File: src/rtl/pkt_close_pkg.sv
// Shared definitions for the packet termination controller.
// Assumes a 16-bit status vector with the bit map below.
package pkt_close_pkg;
    localparam int ST_W    = 16;
    localparam int B_OVF   = 0;
    localparam int B_WORDS = 1;
    localparam int B_MSGS  = 2;
    localparam int B_GAP   = 3;
    localparam int B_TIME  = 4;
    localparam int B_HOST  = 5;
    localparam int B_READY = 6;
    localparam int B_STKM  = 8;
    localparam int B_FILL  = 9;
    localparam int N_CAUSE = 6;

    // One-cycle condition hits raised by the detectors.
    typedef struct packed {
        logic fill;
        logic stkm;
        logic host;
        logic tmo;
        logic gap;
        logic msgs;
        logic words;
        logic ovf;
    } hit_t;
endpackage

File: src/rtl/pkt_counters.sv
// Per-packet counters: words, messages, packet time and idle gap.
// Raises one-cycle hits when a programmed limit is reached.
// Assumes msg_start and msg_end never coincide; a zero limit disables its check.
module pkt_counters #(
    parameter int CNT_W = 16
) (
    input  logic             clk,
    input  logic             rst_n,
    input  logic             msg_start,
    input  logic             msg_end,
    input  logic             word_stb,
    input  logic             gap_tick,
    input  logic             time_tick,
    input  logic             fin,
    input  logic [CNT_W-1:0] lim_words,
    input  logic [CNT_W-1:0] lim_msgs,
    input  logic [CNT_W-1:0] lim_gap,
    input  logic [CNT_W-1:0] lim_time,
    output logic             in_msg,
    output logic             hit_words,
    output logic             hit_msgs,
    output logic             hit_gap,
    output logic             hit_time
);
    logic [CNT_W-1:0] word_cnt, msg_cnt, time_cnt, gap_cnt;
    logic             active;
    logic             has_msg;

    // Packet counts as started once a message is open or has been recorded.
    assign has_msg = (msg_cnt != '0);
    assign active  = in_msg | has_msg;

    // Limit comparisons against the count the current strobe will produce.
    always_comb begin
        hit_words = word_stb & in_msg & (lim_words != '0) &
                    (({1'b0, word_cnt} + 1'b1) == {1'b0, lim_words});
        hit_msgs  = msg_end & in_msg & (lim_msgs != '0) &
                    (({1'b0, msg_cnt} + 1'b1) == {1'b0, lim_msgs});
        hit_time  = time_tick & active & (lim_time != '0) &
                    ((time_cnt + 1'b1) == lim_time);
        hit_gap   = gap_tick & ~in_msg & has_msg & (lim_gap != '0) &
                    (gap_cnt == lim_gap);
    end

    // Message-in-progress flag.
    always_ff @(posedge clk) begin
        if (!rst_n)         in_msg <= 1'b0;
        else if (msg_start) in_msg <= 1'b1;
        else if (msg_end)   in_msg <= 1'b0;
    end

    // Word, message and time counters, cleared on packet close.
    always_ff @(posedge clk) begin
        if (!rst_n || fin) begin
            word_cnt <= '0;
            msg_cnt  <= '0;
            time_cnt <= '0;
        end else begin
            if (word_stb && in_msg) word_cnt <= word_cnt + 1'b1;
            if (msg_end && in_msg)  msg_cnt  <= msg_cnt + 1'b1;
            if (time_tick && active) time_cnt <= time_cnt + 1'b1;
        end
    end

    // Idle gap counter, restarted by each new message.
    always_ff @(posedge clk) begin
        if (!rst_n || fin)                    gap_cnt <= '0;
        else if (msg_start)                   gap_cnt <= '0;
        else if (gap_tick && !in_msg && has_msg) gap_cnt <= gap_cnt + 1'b1;
    end


    cnt_clear_chk: assert property (@(posedge clk) disable iff (!rst_n)
        fin |=> (msg_cnt == '0) && (word_cnt == '0) && (time_cnt == '0));
endmodule

File: src/rtl/stack_watch.sv
// Tracks the packet start address and measures the ring distance from the
// stack pointer to it. Assumes OVF_MARGIN < 2**PTR_W; distance 0 means the
// packet is empty, not full.
module stack_watch #(
    parameter int PTR_W      = 10,
    parameter int OVF_MARGIN = 64
) (
    input  logic             clk,
    input  logic             rst_n,
    input  logic             fin,
    input  logic [PTR_W-1:0] stack_ptr,
    input  logic [PTR_W-1:0] irq_addr,
    input  logic [PTR_W-1:0] fill_margin,
    output logic [PTR_W-1:0] pkt_start,
    output logic             hit_ovf,
    output logic             hit_stkm,
    output logic             hit_fill
);
    localparam logic [PTR_W:0] MARGIN_V = (PTR_W+1)'(OVF_MARGIN);

    logic [PTR_W-1:0] remain;

    // Words left before the writer reaches the start address (mod ring size).
    always_comb begin
        remain   = pkt_start - stack_ptr;
        hit_ovf  = (remain != '0) && ({1'b0, remain} <= MARGIN_V);
        hit_fill = (remain != '0) && (remain <= fill_margin);
        hit_stkm = (stack_ptr == irq_addr);
    end

    // New packet begins where the writer stands when the old one closes.
    always_ff @(posedge clk) begin
        if (!rst_n)   pkt_start <= '0;
        else if (fin) pkt_start <= stack_ptr;
    end


    start_latch_chk: assert property (@(posedge clk) disable iff (!rst_n)
        fin |=> (pkt_start == $past(stack_ptr)));
endmodule

File: src/rtl/close_status.sv
// Decides the close cycle from the cause hits, emits the finalize strobe and
// keeps the sticky write-one-to-clear status vector and interrupt line.
// Assumes hits are single-cycle or level conditions sampled each cycle.
module close_status
    import pkt_close_pkg::*;
(
    input  logic            clk,
    input  logic            rst_n,
    input  logic            in_msg,
    input  logic            msg_start,
    input  logic            msg_end,
    input  hit_t            hits,
    input  logic            clr_stb,
    input  logic [ST_W-1:0] clr_mask,
    input  logic [ST_W-1:0] irq_en,
    output logic            fin_now,
    output logic            pkt_done,
    output logic [ST_W-1:0] status,
    output logic            irq
);
    logic            pend_q;
    logic            defer_hit;
    logic            deferred;
    logic [ST_W-1:0] sts_q;
    logic [ST_W-1:0] set_v;
    logic [ST_W-1:0] clr_v;

    // Causes that wait for the end of the message in progress.
    assign defer_hit = hits.ovf | hits.words | hits.tmo | hits.host;
    assign deferred  = pend_q | defer_hit;

    // Close now on gap, at message end, or at once when idle.
    assign fin_now = hits.gap
                   | (in_msg & msg_end & (deferred | hits.msgs))
                   | (~in_msg & ~msg_start & deferred);

    // Pending close flag, dropped when the packet actually closes.
    always_ff @(posedge clk) begin
        if (!rst_n || fin_now) pend_q <= 1'b0;
        else if (defer_hit)    pend_q <= 1'b1;
    end

    // Registered single finalize strobe.
    always_ff @(posedge clk) begin
        if (!rst_n) pkt_done <= 1'b0;
        else        pkt_done <= fin_now;
    end

    // Map hits onto their status positions.
    always_comb begin
        set_v          = '0;
        set_v[B_OVF]   = hits.ovf;
        set_v[B_WORDS] = hits.words;
        set_v[B_MSGS]  = hits.msgs;
        set_v[B_GAP]   = hits.gap;
        set_v[B_TIME]  = hits.tmo;
        set_v[B_HOST]  = hits.host;
        set_v[B_STKM]  = hits.stkm;
        set_v[B_FILL]  = hits.fill;
        clr_v          = clr_stb ? clr_mask : '0;
    end

    // Sticky status, a set in the same cycle outranks a clear.
    always_ff @(posedge clk) begin
        if (!rst_n) sts_q <= '0;
        else        sts_q <= (sts_q & ~clr_v) | set_v;
    end

    // Ready bit derived from the cause bits, then interrupt reduction.
    always_comb begin
        status          = sts_q;
        status[B_READY] = |sts_q[N_CAUSE-1:0];
        irq             = |(status & irq_en);
    end


    sticky_chk: assert property (@(posedge clk) disable iff (!rst_n)
        !$past(clr_stb) |-> ((sts_q & $past(sts_q)) == $past(sts_q)));


    defer_chk: assert property (@(posedge clk) disable iff (!rst_n)
        (in_msg && !msg_end) |-> !fin_now);


    one_strobe_chk: assert property (@(posedge clk) disable iff (!rst_n)
        pkt_done |-> !pend_q);
endmodule

File: src/rtl/pkt_close_ctrl.sv
// Top of the packet termination controller: counters, stack distance watch
// and close/status logic. Assumes one recorded word per word_stb and a
// ring buffer of 2**PTR_W words.
module pkt_close_ctrl
    import pkt_close_pkg::*;
#(
    parameter int PTR_W      = 10,
    parameter int CNT_W      = 16,
    parameter int OVF_MARGIN = 64
) (
    input  logic             clk,
    input  logic             rst_n,
    input  logic             msg_start,
    input  logic             msg_end,
    input  logic             word_stb,
    input  logic             gap_tick,
    input  logic             time_tick,
    input  logic             host_stop,
    input  logic [PTR_W-1:0] stack_ptr,
    input  logic [CNT_W-1:0] lim_words,
    input  logic [CNT_W-1:0] lim_msgs,
    input  logic [CNT_W-1:0] lim_gap,
    input  logic [CNT_W-1:0] lim_time,
    input  logic [PTR_W-1:0] irq_addr,
    input  logic [PTR_W-1:0] fill_margin,
    input  logic             clr_stb,
    input  logic [ST_W-1:0]  clr_mask,
    input  logic [ST_W-1:0]  irq_en,
    output logic             pkt_done,
    output logic [PTR_W-1:0] pkt_start,
    output logic [ST_W-1:0]  status,
    output logic             irq
);
    hit_t hits;
    logic in_msg;
    logic fin_now;

    assign hits.host = host_stop;

    pkt_counters #(.CNT_W(CNT_W)) u_cnt (
        .clk       (clk),
        .rst_n     (rst_n),
        .msg_start (msg_start),
        .msg_end   (msg_end),
        .word_stb  (word_stb),
        .gap_tick  (gap_tick),
        .time_tick (time_tick),
        .fin       (fin_now),
        .lim_words (lim_words),
        .lim_msgs  (lim_msgs),
        .lim_gap   (lim_gap),
        .lim_time  (lim_time),
        .in_msg    (in_msg),
        .hit_words (hits.words),
        .hit_msgs  (hits.msgs),
        .hit_gap   (hits.gap),
        .hit_time  (hits.tmo)
    );

    stack_watch #(.PTR_W(PTR_W), .OVF_MARGIN(OVF_MARGIN)) u_stk (
        .clk         (clk),
        .rst_n       (rst_n),
        .fin         (fin_now),
        .stack_ptr   (stack_ptr),
        .irq_addr    (irq_addr),
        .fill_margin (fill_margin),
        .pkt_start   (pkt_start),
        .hit_ovf     (hits.ovf),
        .hit_stkm    (hits.stkm),
        .hit_fill    (hits.fill)
    );

    close_status u_sts (
        .clk       (clk),
        .rst_n     (rst_n),
        .in_msg    (in_msg),
        .msg_start (msg_start),
        .msg_end   (msg_end),
        .hits      (hits),
        .clr_stb   (clr_stb),
        .clr_mask  (clr_mask),
        .irq_en    (irq_en),
        .fin_now   (fin_now),
        .pkt_done  (pkt_done),
        .status    (status),
        .irq       (irq)
    );
endmodule

File: config.mk
export PLATFORM = sky130hd
export DESIGN_NAME = pkt_close_ctrl
export DESIGN_NICKNAME = d
export VERILOG_FILES = /design/src/rtl/pkt_close_pkg.sv /design/src/rtl/pkt_counters.sv /design/src/rtl/stack_watch.sv /design/src/rtl/close_status.sv /design/src/rtl/pkt_close_ctrl.sv
export SDC_FILE = /design/constraint.sdc
export NUM_CORES = 1
export LEC_CHECK = 0
export BUFFER_PORTS_ARGS = -buffer_cell sky130_fd_sc_hd__buf_2
export CAP_MARGIN = 20
export CORE_UTILIZATION = 50
export DETAILED_ROUTE_END_ITERATION = 10
export PLACE_DENSITY_LB_ADDON = 0.05
export REMOVE_ABC_BUFFERS = 1
export SLEW_MARGIN = 20
export SYNTH_ARGS = -nofsm -noshare
export SYNTH_HDL_FRONTEND = slang
export SYNTH_SLANG_ARGS = --single-unit
File: constraint.sdc
create_clock -name clk -period 3 [get_ports clk]
set_input_delay 0.6 -clock clk [delete_from_list [all_inputs] [get_ports clk]]
set_output_delay 0.6 -clock clk [all_outputs]
set_load 0.02 [all_outputs]
==> results of run 1 <==
flip-flops by register name, summed over array words and instances (netlist names):
| name | cells |
|---|---|
| u_sts.pend_q | 1 |
| u_cnt.gap_cnt | 16 |
| u_cnt.word_cnt | 16 |
| u_sts.pkt_done | 1 |
| u_cnt.msg_cnt | 16 |
| u_cnt.time_cnt | 16 |
| u_sts.sts_q | 15 |
| u_stk.pkt_start | 10 |
| u_cnt.in_msg | 1 |
critical path, delay by kind of cell (launching register included):
| family | cells | cell delay (ns) |
|---|---|---|
| compound gates | 6 | 1.24 |
| buf+inv | 3 | 0.57 |
| simple gates | 3 | 0.38 |
| flops | 1 | 0.34 |
| fa+ha+maj | 1 | 0.23 |
what timing repair did:
action,in CTS,in global routing
endpoints found under the setup margin,22,77
pin swaps,0,25
resized for setup,3,61
buffers inserted,1,5
cloned,1,5
Yosys cell counts (3+ instances only):
cell	n	area [µm²]
nand2b_1	4	25.02
nor2b_1	9	56.30
ha_1	24	300.3
o21a_1	7	52.55
nor4_1	26	162.7
buf_2	16	80.08
nor3_1	33	165.2
nand2_1	79	296.5
a211oi_1	3	22.52
o211ai_1	4	30.03
xor2_1	67	586.8
dfxtp_1	92	1842
inv_1	39	146.4
a22oi_1	8	60.06
a21oi_2	4	35.03
or3_1	7	43.79
and3_1	4	25.02
a41oi_1	3	26.28
a31oi_1	6	37.54
a21boi_0	4	30.03
o31ai_1	5	37.54
nor3b_1	5	37.54
nand3_1	40	200.2
xnor2_1	81	709.4
nor2_1	94	352.8
buf_4	5	37.54
nor4b_1	3	26.28
a21oi_1	26	130.1
nand3b_1	3	22.52
or2_2	3	18.77
and4_1	6	52.55
mux2i_1	13	130.1
o21ai_0	17	85.08
buf_6	6	67.56
nand4_1	37	231.5
clkbuf_1	16	60.06
path summary, 6_finish.rpt:
kind	slack [ns]	end
max	0.11	u_cnt.gap_cnt[7]
min	0.42	u_sts.sts_q[7]
max reg2reg	0.11	u_cnt.gap_cnt[7]
min reg2reg	0.45	u_sts.sts_q[12]
power groups by stage:
stage / clock network, mW / registers, mW / logic [mW]
after floorplan: 0 / 1.31 / 0.345
after global placement: 0 / 1.29 / 0.699
after detailed placement: 0 / 1.29 / 0.702
after CTS: 1.30 / 1.26 / 0.722
after global routing: 1.36 / 1.26 / 0.874
final: 1.27 / 1.26 / 0.799
cells by family (layout without fill, tap and decap cells):
| group | after synthesis | in the layout | share of synthesized area (%) |
|---|---|---|---|
| AND/OR/NAND/NOR | 370 | 370 | 28.04 |
| XOR/XNOR | 148 | 148 | 19.34 |
| AO/OA/AOI/OAI | 115 | 115 | 12.28 |
| flip-flops | 92 | 92 | 27.48 |
| buffers and inverters | 84 | 298 | 5.973 |
| adder cells (fa/ha/maj) | 25 | 25 | 4.779 |
| multiplexers | 14 | 14 | 2.109 |
area by class of cell:
type                    instances  area [µm²]  area share [%]
clock inverters                 3       68.82          0.7763
multi-input cells             672        4767           53.78
inverters                      39       146.4           1.651
repair buffers                244        1556           17.56
flip-flops and latches         92        1844           20.80
clock buffers                  12       266.5           3.006
well taps                     172       215.2           2.428
metal layers:
layer  vias to the layer above  GRT usage, %  share of wire, %
met5                         -             0                 0
met4                         0         6.170               1.5
met3                        23         6.008               4.8
met2                       183         43.46                48
met1                      3138         32.31                46
li1                       3400             -                 -
through the flow:
stage	setup TNS, ns	utilization (%)	hold WS, ns	total power, mW	cells
after floorplan	-87.05	-	0.4787	1.652	803
after global placement	-16.92	62.60	0.4356	1.987	1207
after detailed placement	-20.12	62.60	0.4418	1.990	1207
after CTS	-0.01158	65.53	0.4064	3.286	1224
after global routing	-2.390	69.12	0.4138	3.494	1234
final	0	69.12	0.4206	3.332	1234
==> results.rst, run 1 <==
.. list-table::
   :header-rows: 1

   * - Metric
     - Value
   * - Headroom to the max-slew limit
     - 56.13%
   * - Most common cell after layout, fill and taps aside
     - buf_2
   * - Effective utilization at floorplan
     - 52.26%
   * - Synthesis warning total
     - 0
   * - Maximum fanout encountered on the critical timing path
     - 8
   * - Sequential cell area fraction in the yosys report
     - a little over a quarter
   * - Sinks on the clock net
     - 92
   * - Maximum ir drop on the vdd rail
     - 0.0003299 V
   * - Clock power share
     - 38.1%
   * - Core Area
     - 0.01282 mm²
   * - Final weighted congestion in routability-driven placement
     - 0.8798
   * - Int Pwr
     - 2.431 mW
   * - Sequential group share of total power
     - a little under two fifths
   * - Clock transition at the register clock pins on the worst setup and hold paths after CTS
     - about 0.070 ns
   * - Data required, critical path
     - 3.23 ns
   * - Congestion Overflow GR
     - 0
   * - Highest-count cells in the layout ignoring fill and taps
     - buf_2, dfxtp_1, nor2_1, xnor2_1, nand2_1
   * - Latest clock arrival within the worst-skew pair
     - between 0.3 and 0.4 ns
   * - Length in cells of the worst reg-to-reg path
     - 13
   * - Class of the most critical setup path
     - flop to flop
   * - Cell with the largest stage delay on the worst path
     - a2111oi_4
   * - Ratio of final minimum period to clock period
     - 96.28%
   * - Number of antenna violations at the first check in global routing
     - 0
   * - Worst reg2reg startpoint
     - u_cnt.word_cnt[1]
   * - Die outline height
     - ~120 µm
   * - Port Buffers
     - 161
   * - Hold-fix buffers at CTS
     - 0
   * - Main flop type after synthesis
     - dfxtp_1
   * - Endpoint kind of the worst setup timing path
     - flop
   * - Worst-margin pin slew
     - 0.6530 ns
   * - Count of inserted antenna diode cells
     - 0
   * - Hold Fails Final Rpt
     - 0
   * - CP cell instances
     - ha_1 -> buf_4 -> and3_1 -> a31oi_1 -> o2111ai_2 -> a2111oi_4 -> a41oi_2 -> o31ai_4 -> o21ai_2 -> nand4_1 -> buf_6 -> clkbuf_16 -> nor3_2
   * - Maximum clock path buffer count
     - 2
   * - Master cell of the clock root buffer
     - clkbuf_16
   * - Routed len/inst
     - 14.81 µm
   * - IO Pins
     - 163
   * - Iteration count of the initial detailed-routing pass
     - 5
   * - Power density of the placed cells
     - ~380 mW/mm²
   * - Synthesized area per cell
     - 7.904 µm²
   * - Sort of element at the start of the critical path
     - flop
   * - Overall via count from detail_route
     - 6744
   * - Hold-critical path depth
     - 2
   * - Result of the run
     - finished clean
   * - Fraction of registers with async set/reset
     - 0%
   * - Number of placement rows
     - 41
   * - Post-Syn Instances
     - around 850
   * - Global-route wire length before repair
     - 29260 µm
   * - Filler cell count in the final layout
     - between 1000 and 1500
   * - Number of nets still failing antenna checks after routing
     - 0
   * - Min cycle time layout
     - between 2 and 3 ns
   * - Origin of the worst min-delay path
     - clr_mask[7]
   * - Routed wire length
     - 18270 µm
   * - Largest incremental delay on the critical path
     - ~0.44 ns
   * - CTS tree
     - built
   * - Worst min-delay path category
     - input pin to flop
   * - Cell area after layout
     - 0.008865 mm²
   * - Pleak
     - around 3.6 nW
   * - Mapped Area
     - 0.006703 mm²
   * - Arrival time worst endpoint
     - 3.11 ns
   * - Net switching power of the design
     - 900.6 µW
   * - Number of CTS-inserted buffers
     - 9
   * - Area growth, synth to finish
     - 32.26%
   * - Largest net degree at the start of global routing
     - 26
   * - Number of design-rule violations left by the first detailed-router iteration
     - just over 300
   * - Number of distinct standard cells referenced by the synthesized netlist
     - 74
   * - Total placed instance area
     - 0.008028 mm²
   * - Worst slack at placement
     - -0.3448 ns
   * - Drt drc
     - 0
   * - Vias in the first global route
     - 6348
   * - Setup slack of the critical path after layout
     - ~0.11 ns
   * - # H-tree levels
     - 3
   * - Share of layout cells above drive strength 1
     - 30.51%
   * - Combinational cell fraction of total power
     - 24.0%
   * - FF+latch count, synth
     - ~90
   * - Number of flops mapped to enable cells by yosys
     - 0
   * - Die outline area
     - between 0.01 and 0.015 mm²
   * - Total number of nets in the final design
     - 1218
   * - Clock Skew
     - 0.005633 ns
   * - Drt via density
     - 5.465
   * - Max frequency
     - around 350 MHz
   * - Combined global-route utilization of all metal layers
     - 25.53%
   * - Final slew viol count
     - 0
   * - Critical path launch point
     - u_cnt.word_cnt[1]
   * - HPWL after detailed placement
     - 13530 µm
   * - Setup-failing EPs final
     - 0
   * - Total of max-cap violations
     - 0
   * - Setup repair after global routing missed its margin
     - yes
   * - Horizontal die dimension
     - 117.8 µm
   * - Switch share
     - 27.03%
Power figures use the tool's default switching activity.
==> inputs of run 2 (changes only) <==
- CORE_ASPECT_RATIO: unset -> 0.75
==> run 2 against run 1 <==
  * Design area down 3.2%
  * Maximum frequency shrank 2.4%
  * Clock skew grew 0.0026 ns
  * Critical path type is now input pin to flop
==> results.rst, run 2 (same netlist as run 1, synthesis figures left out) <==
.. list-table::
   :header-rows: 1

   * - Metric
     - Value
   * - Result of the run
     - finished clean
   * - Core Area
     - 0.01302 mm² (+1.5%)
   * - Worst-margin pin slew
     - 0.5666 ns (-0.08639 ns)
   * - Drt via density
     - 5.317 (-2.7%)
   * - Latest clock arrival within the worst-skew pair
     - 0.36 ns (about the same)
   * - Number of placement rows
     - 36 (-12%)
   * - Utilization after layout
     - 65.89% (-3.2 points)
   * - Overall via count from detail_route
     - 6540 (-3.0%)
   * - Final slew viol count
     - 0 (unchanged)
   * - Setup TNS
     - 0 ns (unchanged)
   * - Global-route wire length before repair
     - 28190 µm (-3.7%)
   * - Class of the most critical setup path
     - input pin to flop
   * - Number of antenna violations at the first check in global routing
     - 0 (unchanged)
   * - Clock transition at the register clock pins on the worst setup and hold paths after CTS
     - 0.07 ns (about the same)
   * - Number of nets still failing antenna checks after routing
     - 0 (unchanged)
   * - Largest incremental delay on the critical path
     - 0.32 ns (-0.12 ns)
   * - Die outline height
     - 102.3 µm (-13%)
   * - Maximum fanout encountered on the critical timing path
     - 12 (+4)
   * - Total placed instance area
     - 0.008094 mm² (+0.83%)
   * - Clock Skew
     - 0.008206 ns (+0.002574 ns)
   * - Hold-critical path depth
     - 2 (unchanged)
   * - Highest-count cells in the layout ignoring fill and taps
     - buf_2, nor2_1, dfxtp_1, xnor2_1, nand2_1
   * - Worst min-delay path category
     - input pin to flop
   * - Sort of element at the start of the critical path
     - input pin
   * - Endpoint kind of the worst setup timing path
     - flop
   * - Drt drc
     - 0 (unchanged)
   * - # H-tree levels
     - 3 (unchanged)
   * - Effective utilization at floorplan
     - 51.49% (-0.77 points)
   * - Horizontal die dimension
     - 135.7 µm (+15%)
   * - IO Pins
     - 163 (unchanged)
   * - Routed len/inst
     - 14.75 µm (-0.37%)
   * - Filler cell count in the final layout
     - 1162 (+2.2%)
   * - Arrival time worst endpoint
     - 3.23 ns (+0.12 ns)
   * - Min cycle time layout
     - 2.960 ns (+0.07115 ns)
   * - Share of layout cells above drive strength 1
     - 29.08% (-1.4 points)
   * - Vias in the first global route
     - 5774 (-9.0%)
   * - Total of max-cap violations
     - 0 (unchanged)
   * - HPWL after detailed placement
     - 14190 µm (+4.9%)
   * - Routed wire length
     - 18140 µm (-0.70%)
   * - Length in cells of the worst reg-to-reg path
     - 14 (+1)
   * - Max frequency
     - 337.9 MHz (-2.4%)
   * - Combined global-route utilization of all metal layers
     - 25.86% (+0.33 points)
   * - Setup repair after global routing missed its margin
     - yes
   * - Area growth, synth to finish
     - 27.96%
   * - Headroom to the max-slew limit
     - 61.25% (+5.1 points)
   * - Largest net degree at the start of global routing
     - 26 (unchanged)
   * - Master cell of the clock root buffer
     - clkbuf_16
   * - Number of design-rule violations left by the first detailed-router iteration
     - 280 (-9.1%)
   * - Cell with the largest stage delay on the worst path
     - o31a_1
   * - Cell area after layout
     - 0.008577 mm² (-3.2%)
   * - Number of CTS-inserted buffers
     - 9 (unchanged)
   * - Hold Fails Final Rpt
     - 0 (unchanged)
   * - Area of the multi-input gates
     - 0.004611 mm² (-3.3%)
   * - Data required, critical path
     - 3.27 ns (+0.04 ns)
   * - Maximum ir drop on the vdd rail
     - 0.0002808 V (-15%)
   * - Congestion Overflow GR
     - 0 (unchanged)
   * - Most common cell after layout, fill and taps aside
     - buf_2
   * - Pleak
     - 3.508 nW (-3.4%)
   * - Total number of nets in the final design
     - 1214 (-0.33%)
   * - Die outline area
     - 0.01388 mm² (about the same)
   * - Setup-failing EPs final
     - 0 (unchanged)
   * - CTS tree
     - built
   * - Final weighted congestion in routability-driven placement
     - 0.8693 (-1.2%)
   * - Iteration count of the initial detailed-routing pass
     - 4 (-1)
   * - Maximum clock path buffer count
     - 2 (unchanged)
   * - CP cell instances
     - buf_2 -> inv_1 -> ha_1 -> buf_4 -> o21ai_1 -> a21oi_4 -> o31a_1 -> buf_4 -> a31oi_1 -> xor2_1 -> nor2_2 -> o21ai_2 -> nand4_1 -> buf_6 -> buf_12 -> nor3_1
   * - Power density of the placed cells
     - 371.3 mW/mm² (-1.2%)
   * - Port Buffers
     - 161 (unchanged)
   * - Cell repeated most along the worst path
     - buf_4
   * - Ratio of final minimum period to clock period
     - 98.65% (+2.4 points)
   * - Count of inserted antenna diode cells
     - 0 (unchanged)
   * - Sinks on the clock net
     - 92 (unchanged)
   * - Register Area
     - 0.001848 mm² (+0.20%)
[run 2: cell count changes in the layout (fill, tap and decap cells not counted), moves of 4 or more]
cell	delta
nor3_1	+5
nor3_4	-7
nor2_1	+4
nor2_2	-4
[run 2: layer usage]
metal	GRT usage, %	routed length, µm	vias up
met3	3.770	692	17
met5	0	0	-
met4	6.828	221	0
met2	40.58	8190	137
li1	-	-	3396
met1	36.93	9040	2990
[run 2: worst paths after layout]
path	from	end	slack (ns)
setup / recovery	stack_ptr[3]	u_cnt.gap_cnt[1]	0.04
hold / removal	clr_mask[12]	u_sts.sts_q[12]	0.41
setup reg to reg	u_stk.pkt_start[3]	u_cnt.gap_cnt[1]	0.08
hold reg to reg	u_sts.sts_q[13]	u_sts.sts_q[13]	0.45
[run 2: timing repair]
item	in CTS	in global routing
hold buffers	0	0
setup endpoints to repair	0	77
buffers inserted	0	4
resized for setup	0	35
[run 2: layout make-up]
| cell class | instances | share of cell area, % |
|---|---|---|
| well taps | 171 | 2.495 |
| multi-input cells | 672 | 53.76 |
| flip-flops and latches | 92 | 21.55 |
| inverters | 39 | 1.707 |
| clock inverters | 6 | 0.7440 |
| clock buffers | 10 | 2.670 |
| repair buffers | 240 | 17.08 |
[run 2: where the power goes]
| group | internal (mW) | leakage (nW) | switching [mW] |
|---|---|---|---|
| clock network | 0.647 | 0.139 | 0.513 |
| logic | 0.373 | 2.62 | 0.388 |
| registers | 1.24 | 0.746 | 0.0202 |
| total | 2.26 | 3.51 | 0.922 |
[run 2: metrics by stage]
stage                     instances  hold slack, ns  setup slack, ns  power [mW]
after floorplan                 803          0.4787           -1.447       1.652
after global placement         1210          0.4337          -0.2472       2.005
final                          1230          0.4118          0.04049       3.184
after detailed placement       1210          0.4411          -0.2941       2.011
after global routing           1230          0.4135         -0.09765       3.328
after CTS                      1226          0.4054          0.01205       3.173
[run 2: critical path: cells and delay by family]
family,cells,cell delay [ns]
and+or+nand+nor,3,0.38
buffers and inverters,6,0.74
adders and majority gates,1,0.31
AOI/OAI and AO/OA,5,0.96
xor gates and xnor gates,1,0.22
==> inputs of run 3 (changes only) <==
- RECOVER_POWER: unset -> 50
==> run 3 against run 2 <==
  * Sequential power is essentially flat
  * Count of clock-buffer cells in the layout stayed put
  * Worst setup slack gained 0.0071 ns
  * Design area decreased by 0.51%
  * Critical path type unchanged
  * Critical endpoint unchanged
==> results.rst, run 3 (same netlist as run 1, synthesis figures left out) <==
.. list-table::
   :header-rows: 1

   * - Metric
     - Value
   * - Most common cell after layout, fill and taps aside
     - buf_2
   * - Worst reg2reg startpoint
     - u_stk.pkt_start[3]
   * - Largest incremental delay on the critical path
     - 0.32 ns (about the same)
   * - Drt via density
     - 5.340 (+0.43%)
   * - Worst hold slack
     - 0.4116 ns (-0.0001210 ns)
   * - Class of the most critical setup path
     - input pin to flop
   * - Min cycle time layout
     - 2.952 ns (-0.007080 ns)
   * - Worst slack at placement
     - -0.2941 ns (unchanged)
   * - Congestion Overflow GR
     - 0 (unchanged)
   * - Total of max-cap violations
     - 0 (unchanged)
   * - Result of the run
     - finished clean
   * - Worst min-delay path category
     - input pin to flop
   * - Utilization after layout
     - 65.55% (-0.34 points)
   * - Setup-failing EPs final
     - 0 (unchanged)
   * - Maximum clock path buffer count
     - 2 (unchanged)
   * - Ratio of final minimum period to clock period
     - 98.41% (-0.24 points)
   * - Length in cells of the worst reg-to-reg path
     - 14 (unchanged)
   * - Total placed instance area
     - 0.008094 mm² (unchanged)
   * - Vias in the first global route
     - 5774 (unchanged)
   * - Register Area
     - 0.001848 mm² (unchanged)
   * - Clock Skew
     - 0.008504 ns (+0.0002976 ns)
   * - Die outline height
     - 102.3 µm (unchanged)
   * - Headroom to the max-slew limit
     - 39.94% (-21 points)
   * - Global-route wire length before repair
     - 28190 µm (unchanged)
   * - Total number of nets in the final design
     - 1214 (unchanged)
   * - Setup TNS
     - 0 ns (unchanged)
   * - Sort of element at the start of the critical path
     - input pin
   * - Cell area after layout
     - 0.008533 mm² (-0.51%)
   * - Maximum ir drop on the vdd rail
     - 0.0002806 V (about the same)
   * - Hold-critical path depth
     - 2 (unchanged)
   * - Overall via count from detail_route
     - 6568 (+0.43%)
   * - # H-tree levels
     - 3 (unchanged)
   * - Sinks on the clock net
     - 92 (unchanged)
   * - Pleak
     - 3.384 nW (-3.5%)
   * - Drt drc
     - 0 (unchanged)
   * - Share of layout cells above drive strength 1
     - 26.16% (-2.9 points)
   * - Crit Reg-Reg Endpoint
     - u_cnt.gap_cnt[1]
   * - Master cell of the clock root buffer
     - clkbuf_16
   * - Setup repair after global routing missed its margin
     - yes
   * - Cell repeated most along the worst path
     - buf_4
   * - Number of nets still failing antenna checks after routing
     - 0 (unchanged)
   * - Effective utilization at floorplan
     - 51.49% (unchanged)
   * - Routed wire length
     - 18200 µm (+0.31%)
   * - Endpoint kind of the worst setup timing path
     - flop
   * - Final slew viol count
     - 0 (unchanged)
   * - Number of placement rows
     - 36 (unchanged)
   * - CP cell instances
     - buf_2 -> inv_1 -> ha_1 -> buf_4 -> o21ai_1 -> a21oi_4 -> o31a_1 -> buf_4 -> a31oi_1 -> xor2_1 -> nor2_2 -> o21ai_2 -> nand4_1 -> buf_6 -> buf_12 -> nor3_1
   * - Largest net degree at the start of global routing
     - 26 (unchanged)
   * - Number of design-rule violations left by the first detailed-router iteration
     - 321 (+15%)
   * - Hold-fix buffers at CTS
     - 0 (unchanged)
   * - Hold Fails Final Rpt
     - 0 (unchanged)
   * - Worst R2R Setup Slack
     - 0.09 ns (about the same)
   * - Number of CTS-inserted buffers
     - 9 (unchanged)
   * - CTS tree
     - built
   * - Maximum fanout encountered on the critical timing path
     - 12 (unchanged)
   * - Latest clock arrival within the worst-skew pair
     - 0.36 ns (about the same)
   * - Port Buffers
     - 161 (unchanged)
   * - Core Area
     - 0.01302 mm² (unchanged)
   * - IO Pins
     - 163 (unchanged)
   * - Final weighted congestion in routability-driven placement
     - 0.8693 (unchanged)
   * - Power density of the placed cells
     - 372.4 mW/mm² (+0.30%)
   * - Largest delay share family, worst path
     - compound AO/OA/AOI/OAI gates
   * - Count of inserted antenna diode cells
     - 0 (unchanged)
   * - HPWL after detailed placement
     - 14190 µm (unchanged)
   * - Die outline area
     - 0.01388 mm² (unchanged)
   * - Area of the multi-input gates
     - 0.004611 mm² (unchanged)
   * - Number of antenna violations at the first check in global routing
     - 0 (unchanged)
   * - Iteration count of the initial detailed-routing pass
     - 5 (+1)
   * - Origin of the worst min-delay path
     - clr_mask[12]
   * - Clock transition at the register clock pins on the worst setup and hold paths after CTS
     - 0.07 ns (about the same)
   * - Area growth, synth to finish
     - 27.31%
   * - Combined global-route utilization of all metal layers
     - 25.86% (unchanged)
   * - Sink of the worst hold path
     - u_sts.sts_q[12]
   * - Data required, critical path
     - 3.27 ns (about the same)
   * - Worst-margin pin slew
     - 0.9008 ns (+0.3342 ns)
   * - Max frequency
     - 338.7 MHz (+0.24%)
   * - Number of buffers and inverters on the critical path
     - 6 (unchanged)
   * - Routed len/inst
     - 14.80 µm (+0.31%)
   * - Horizontal die dimension
     - 135.7 µm (unchanged)
   * - Setup slack of the critical path after layout
     - 0.04757 ns (+0.007080 ns)
   * - Arrival time worst endpoint
     - 3.22 ns (about the same)
   * - Filler cell count in the final layout
     - 1180 (+1.5%)
   * - Highest-count cells in the layout ignoring fill and taps
     - buf_2, nor2_1, dfxtp_1, xnor2_1, nand2_1
   * - Cell with the largest stage delay on the worst path
     - o31a_1
-- run 3: cell types whose count changed in the layout (fill, tap and decap cells not counted) --
cell	change
buf_2	-29
buf_4	-2
clkbuf_1	+31
-- run 3: per-layer routing --
layer / track usage (%) / routed length (µm) / vias to the layer above
li1: - / - / 3395
met1: 36.93 / 9028 / 3005
met2: 40.58 / 8218 / 151
met3: 3.770 / 733 / 17
met4: 6.828 / 221 / 0
met5: 0 / 0 / -
-- run 3: cell type report --
type / instances / share of cell area [%]
clock buffers: 10 / 2.683
flip-flops and latches: 92 / 21.66
clock inverters: 6 / 0.7478
inverters: 39 / 1.716
repair buffers: 240 / 16.66
multi-input cells: 672 / 54.03
well taps: 171 / 2.507
-- run 3: through the flow --
step,power (mW),instances
2_1_floorplan,1.652,803
3_3_place_gp,2.005,1210
3_5_place_dp,2.011,1210
4_1_cts,3.173,1226
5_1_grt,3.322,1230
6_report,3.178,1230
-- run 3: timing repair --
action / 4_1_cts / 5_1_grt
setup endpoints to repair: 0 / 77
setup buffers: 0 / 4
gates resized for setup: 0 / 35
-- run 3: where the power goes --
group	total [mW]	internal, mW	switching [mW]
combinational	0.756	0.367	0.388
sequential	1.26	1.24	0.0204
clock	1.16	0.647	0.512
-- run 3: worst max path at each step --
stage | start | endpoint | slack, ns | cells after the start
3_3_place_gp | stack_ptr[1] | u_cnt.gap_cnt[8] | -0.25 | 14
2_1_floorplan | stack_ptr[4] | u_cnt.gap_cnt[0] | -1.45 | 11
5_1_grt | stack_ptr[3] | u_cnt.gap_cnt[1] | -0.1 | 16
4_1_cts | u_stk.pkt_start[0] | u_cnt.gap_cnt[7] | 0.01 | 14
6_report | stack_ptr[3] | u_cnt.gap_cnt[1] | 0.05 | 16
3_5_place_dp | stack_ptr[4] | u_cnt.gap_cnt[8] | -0.29 | 14
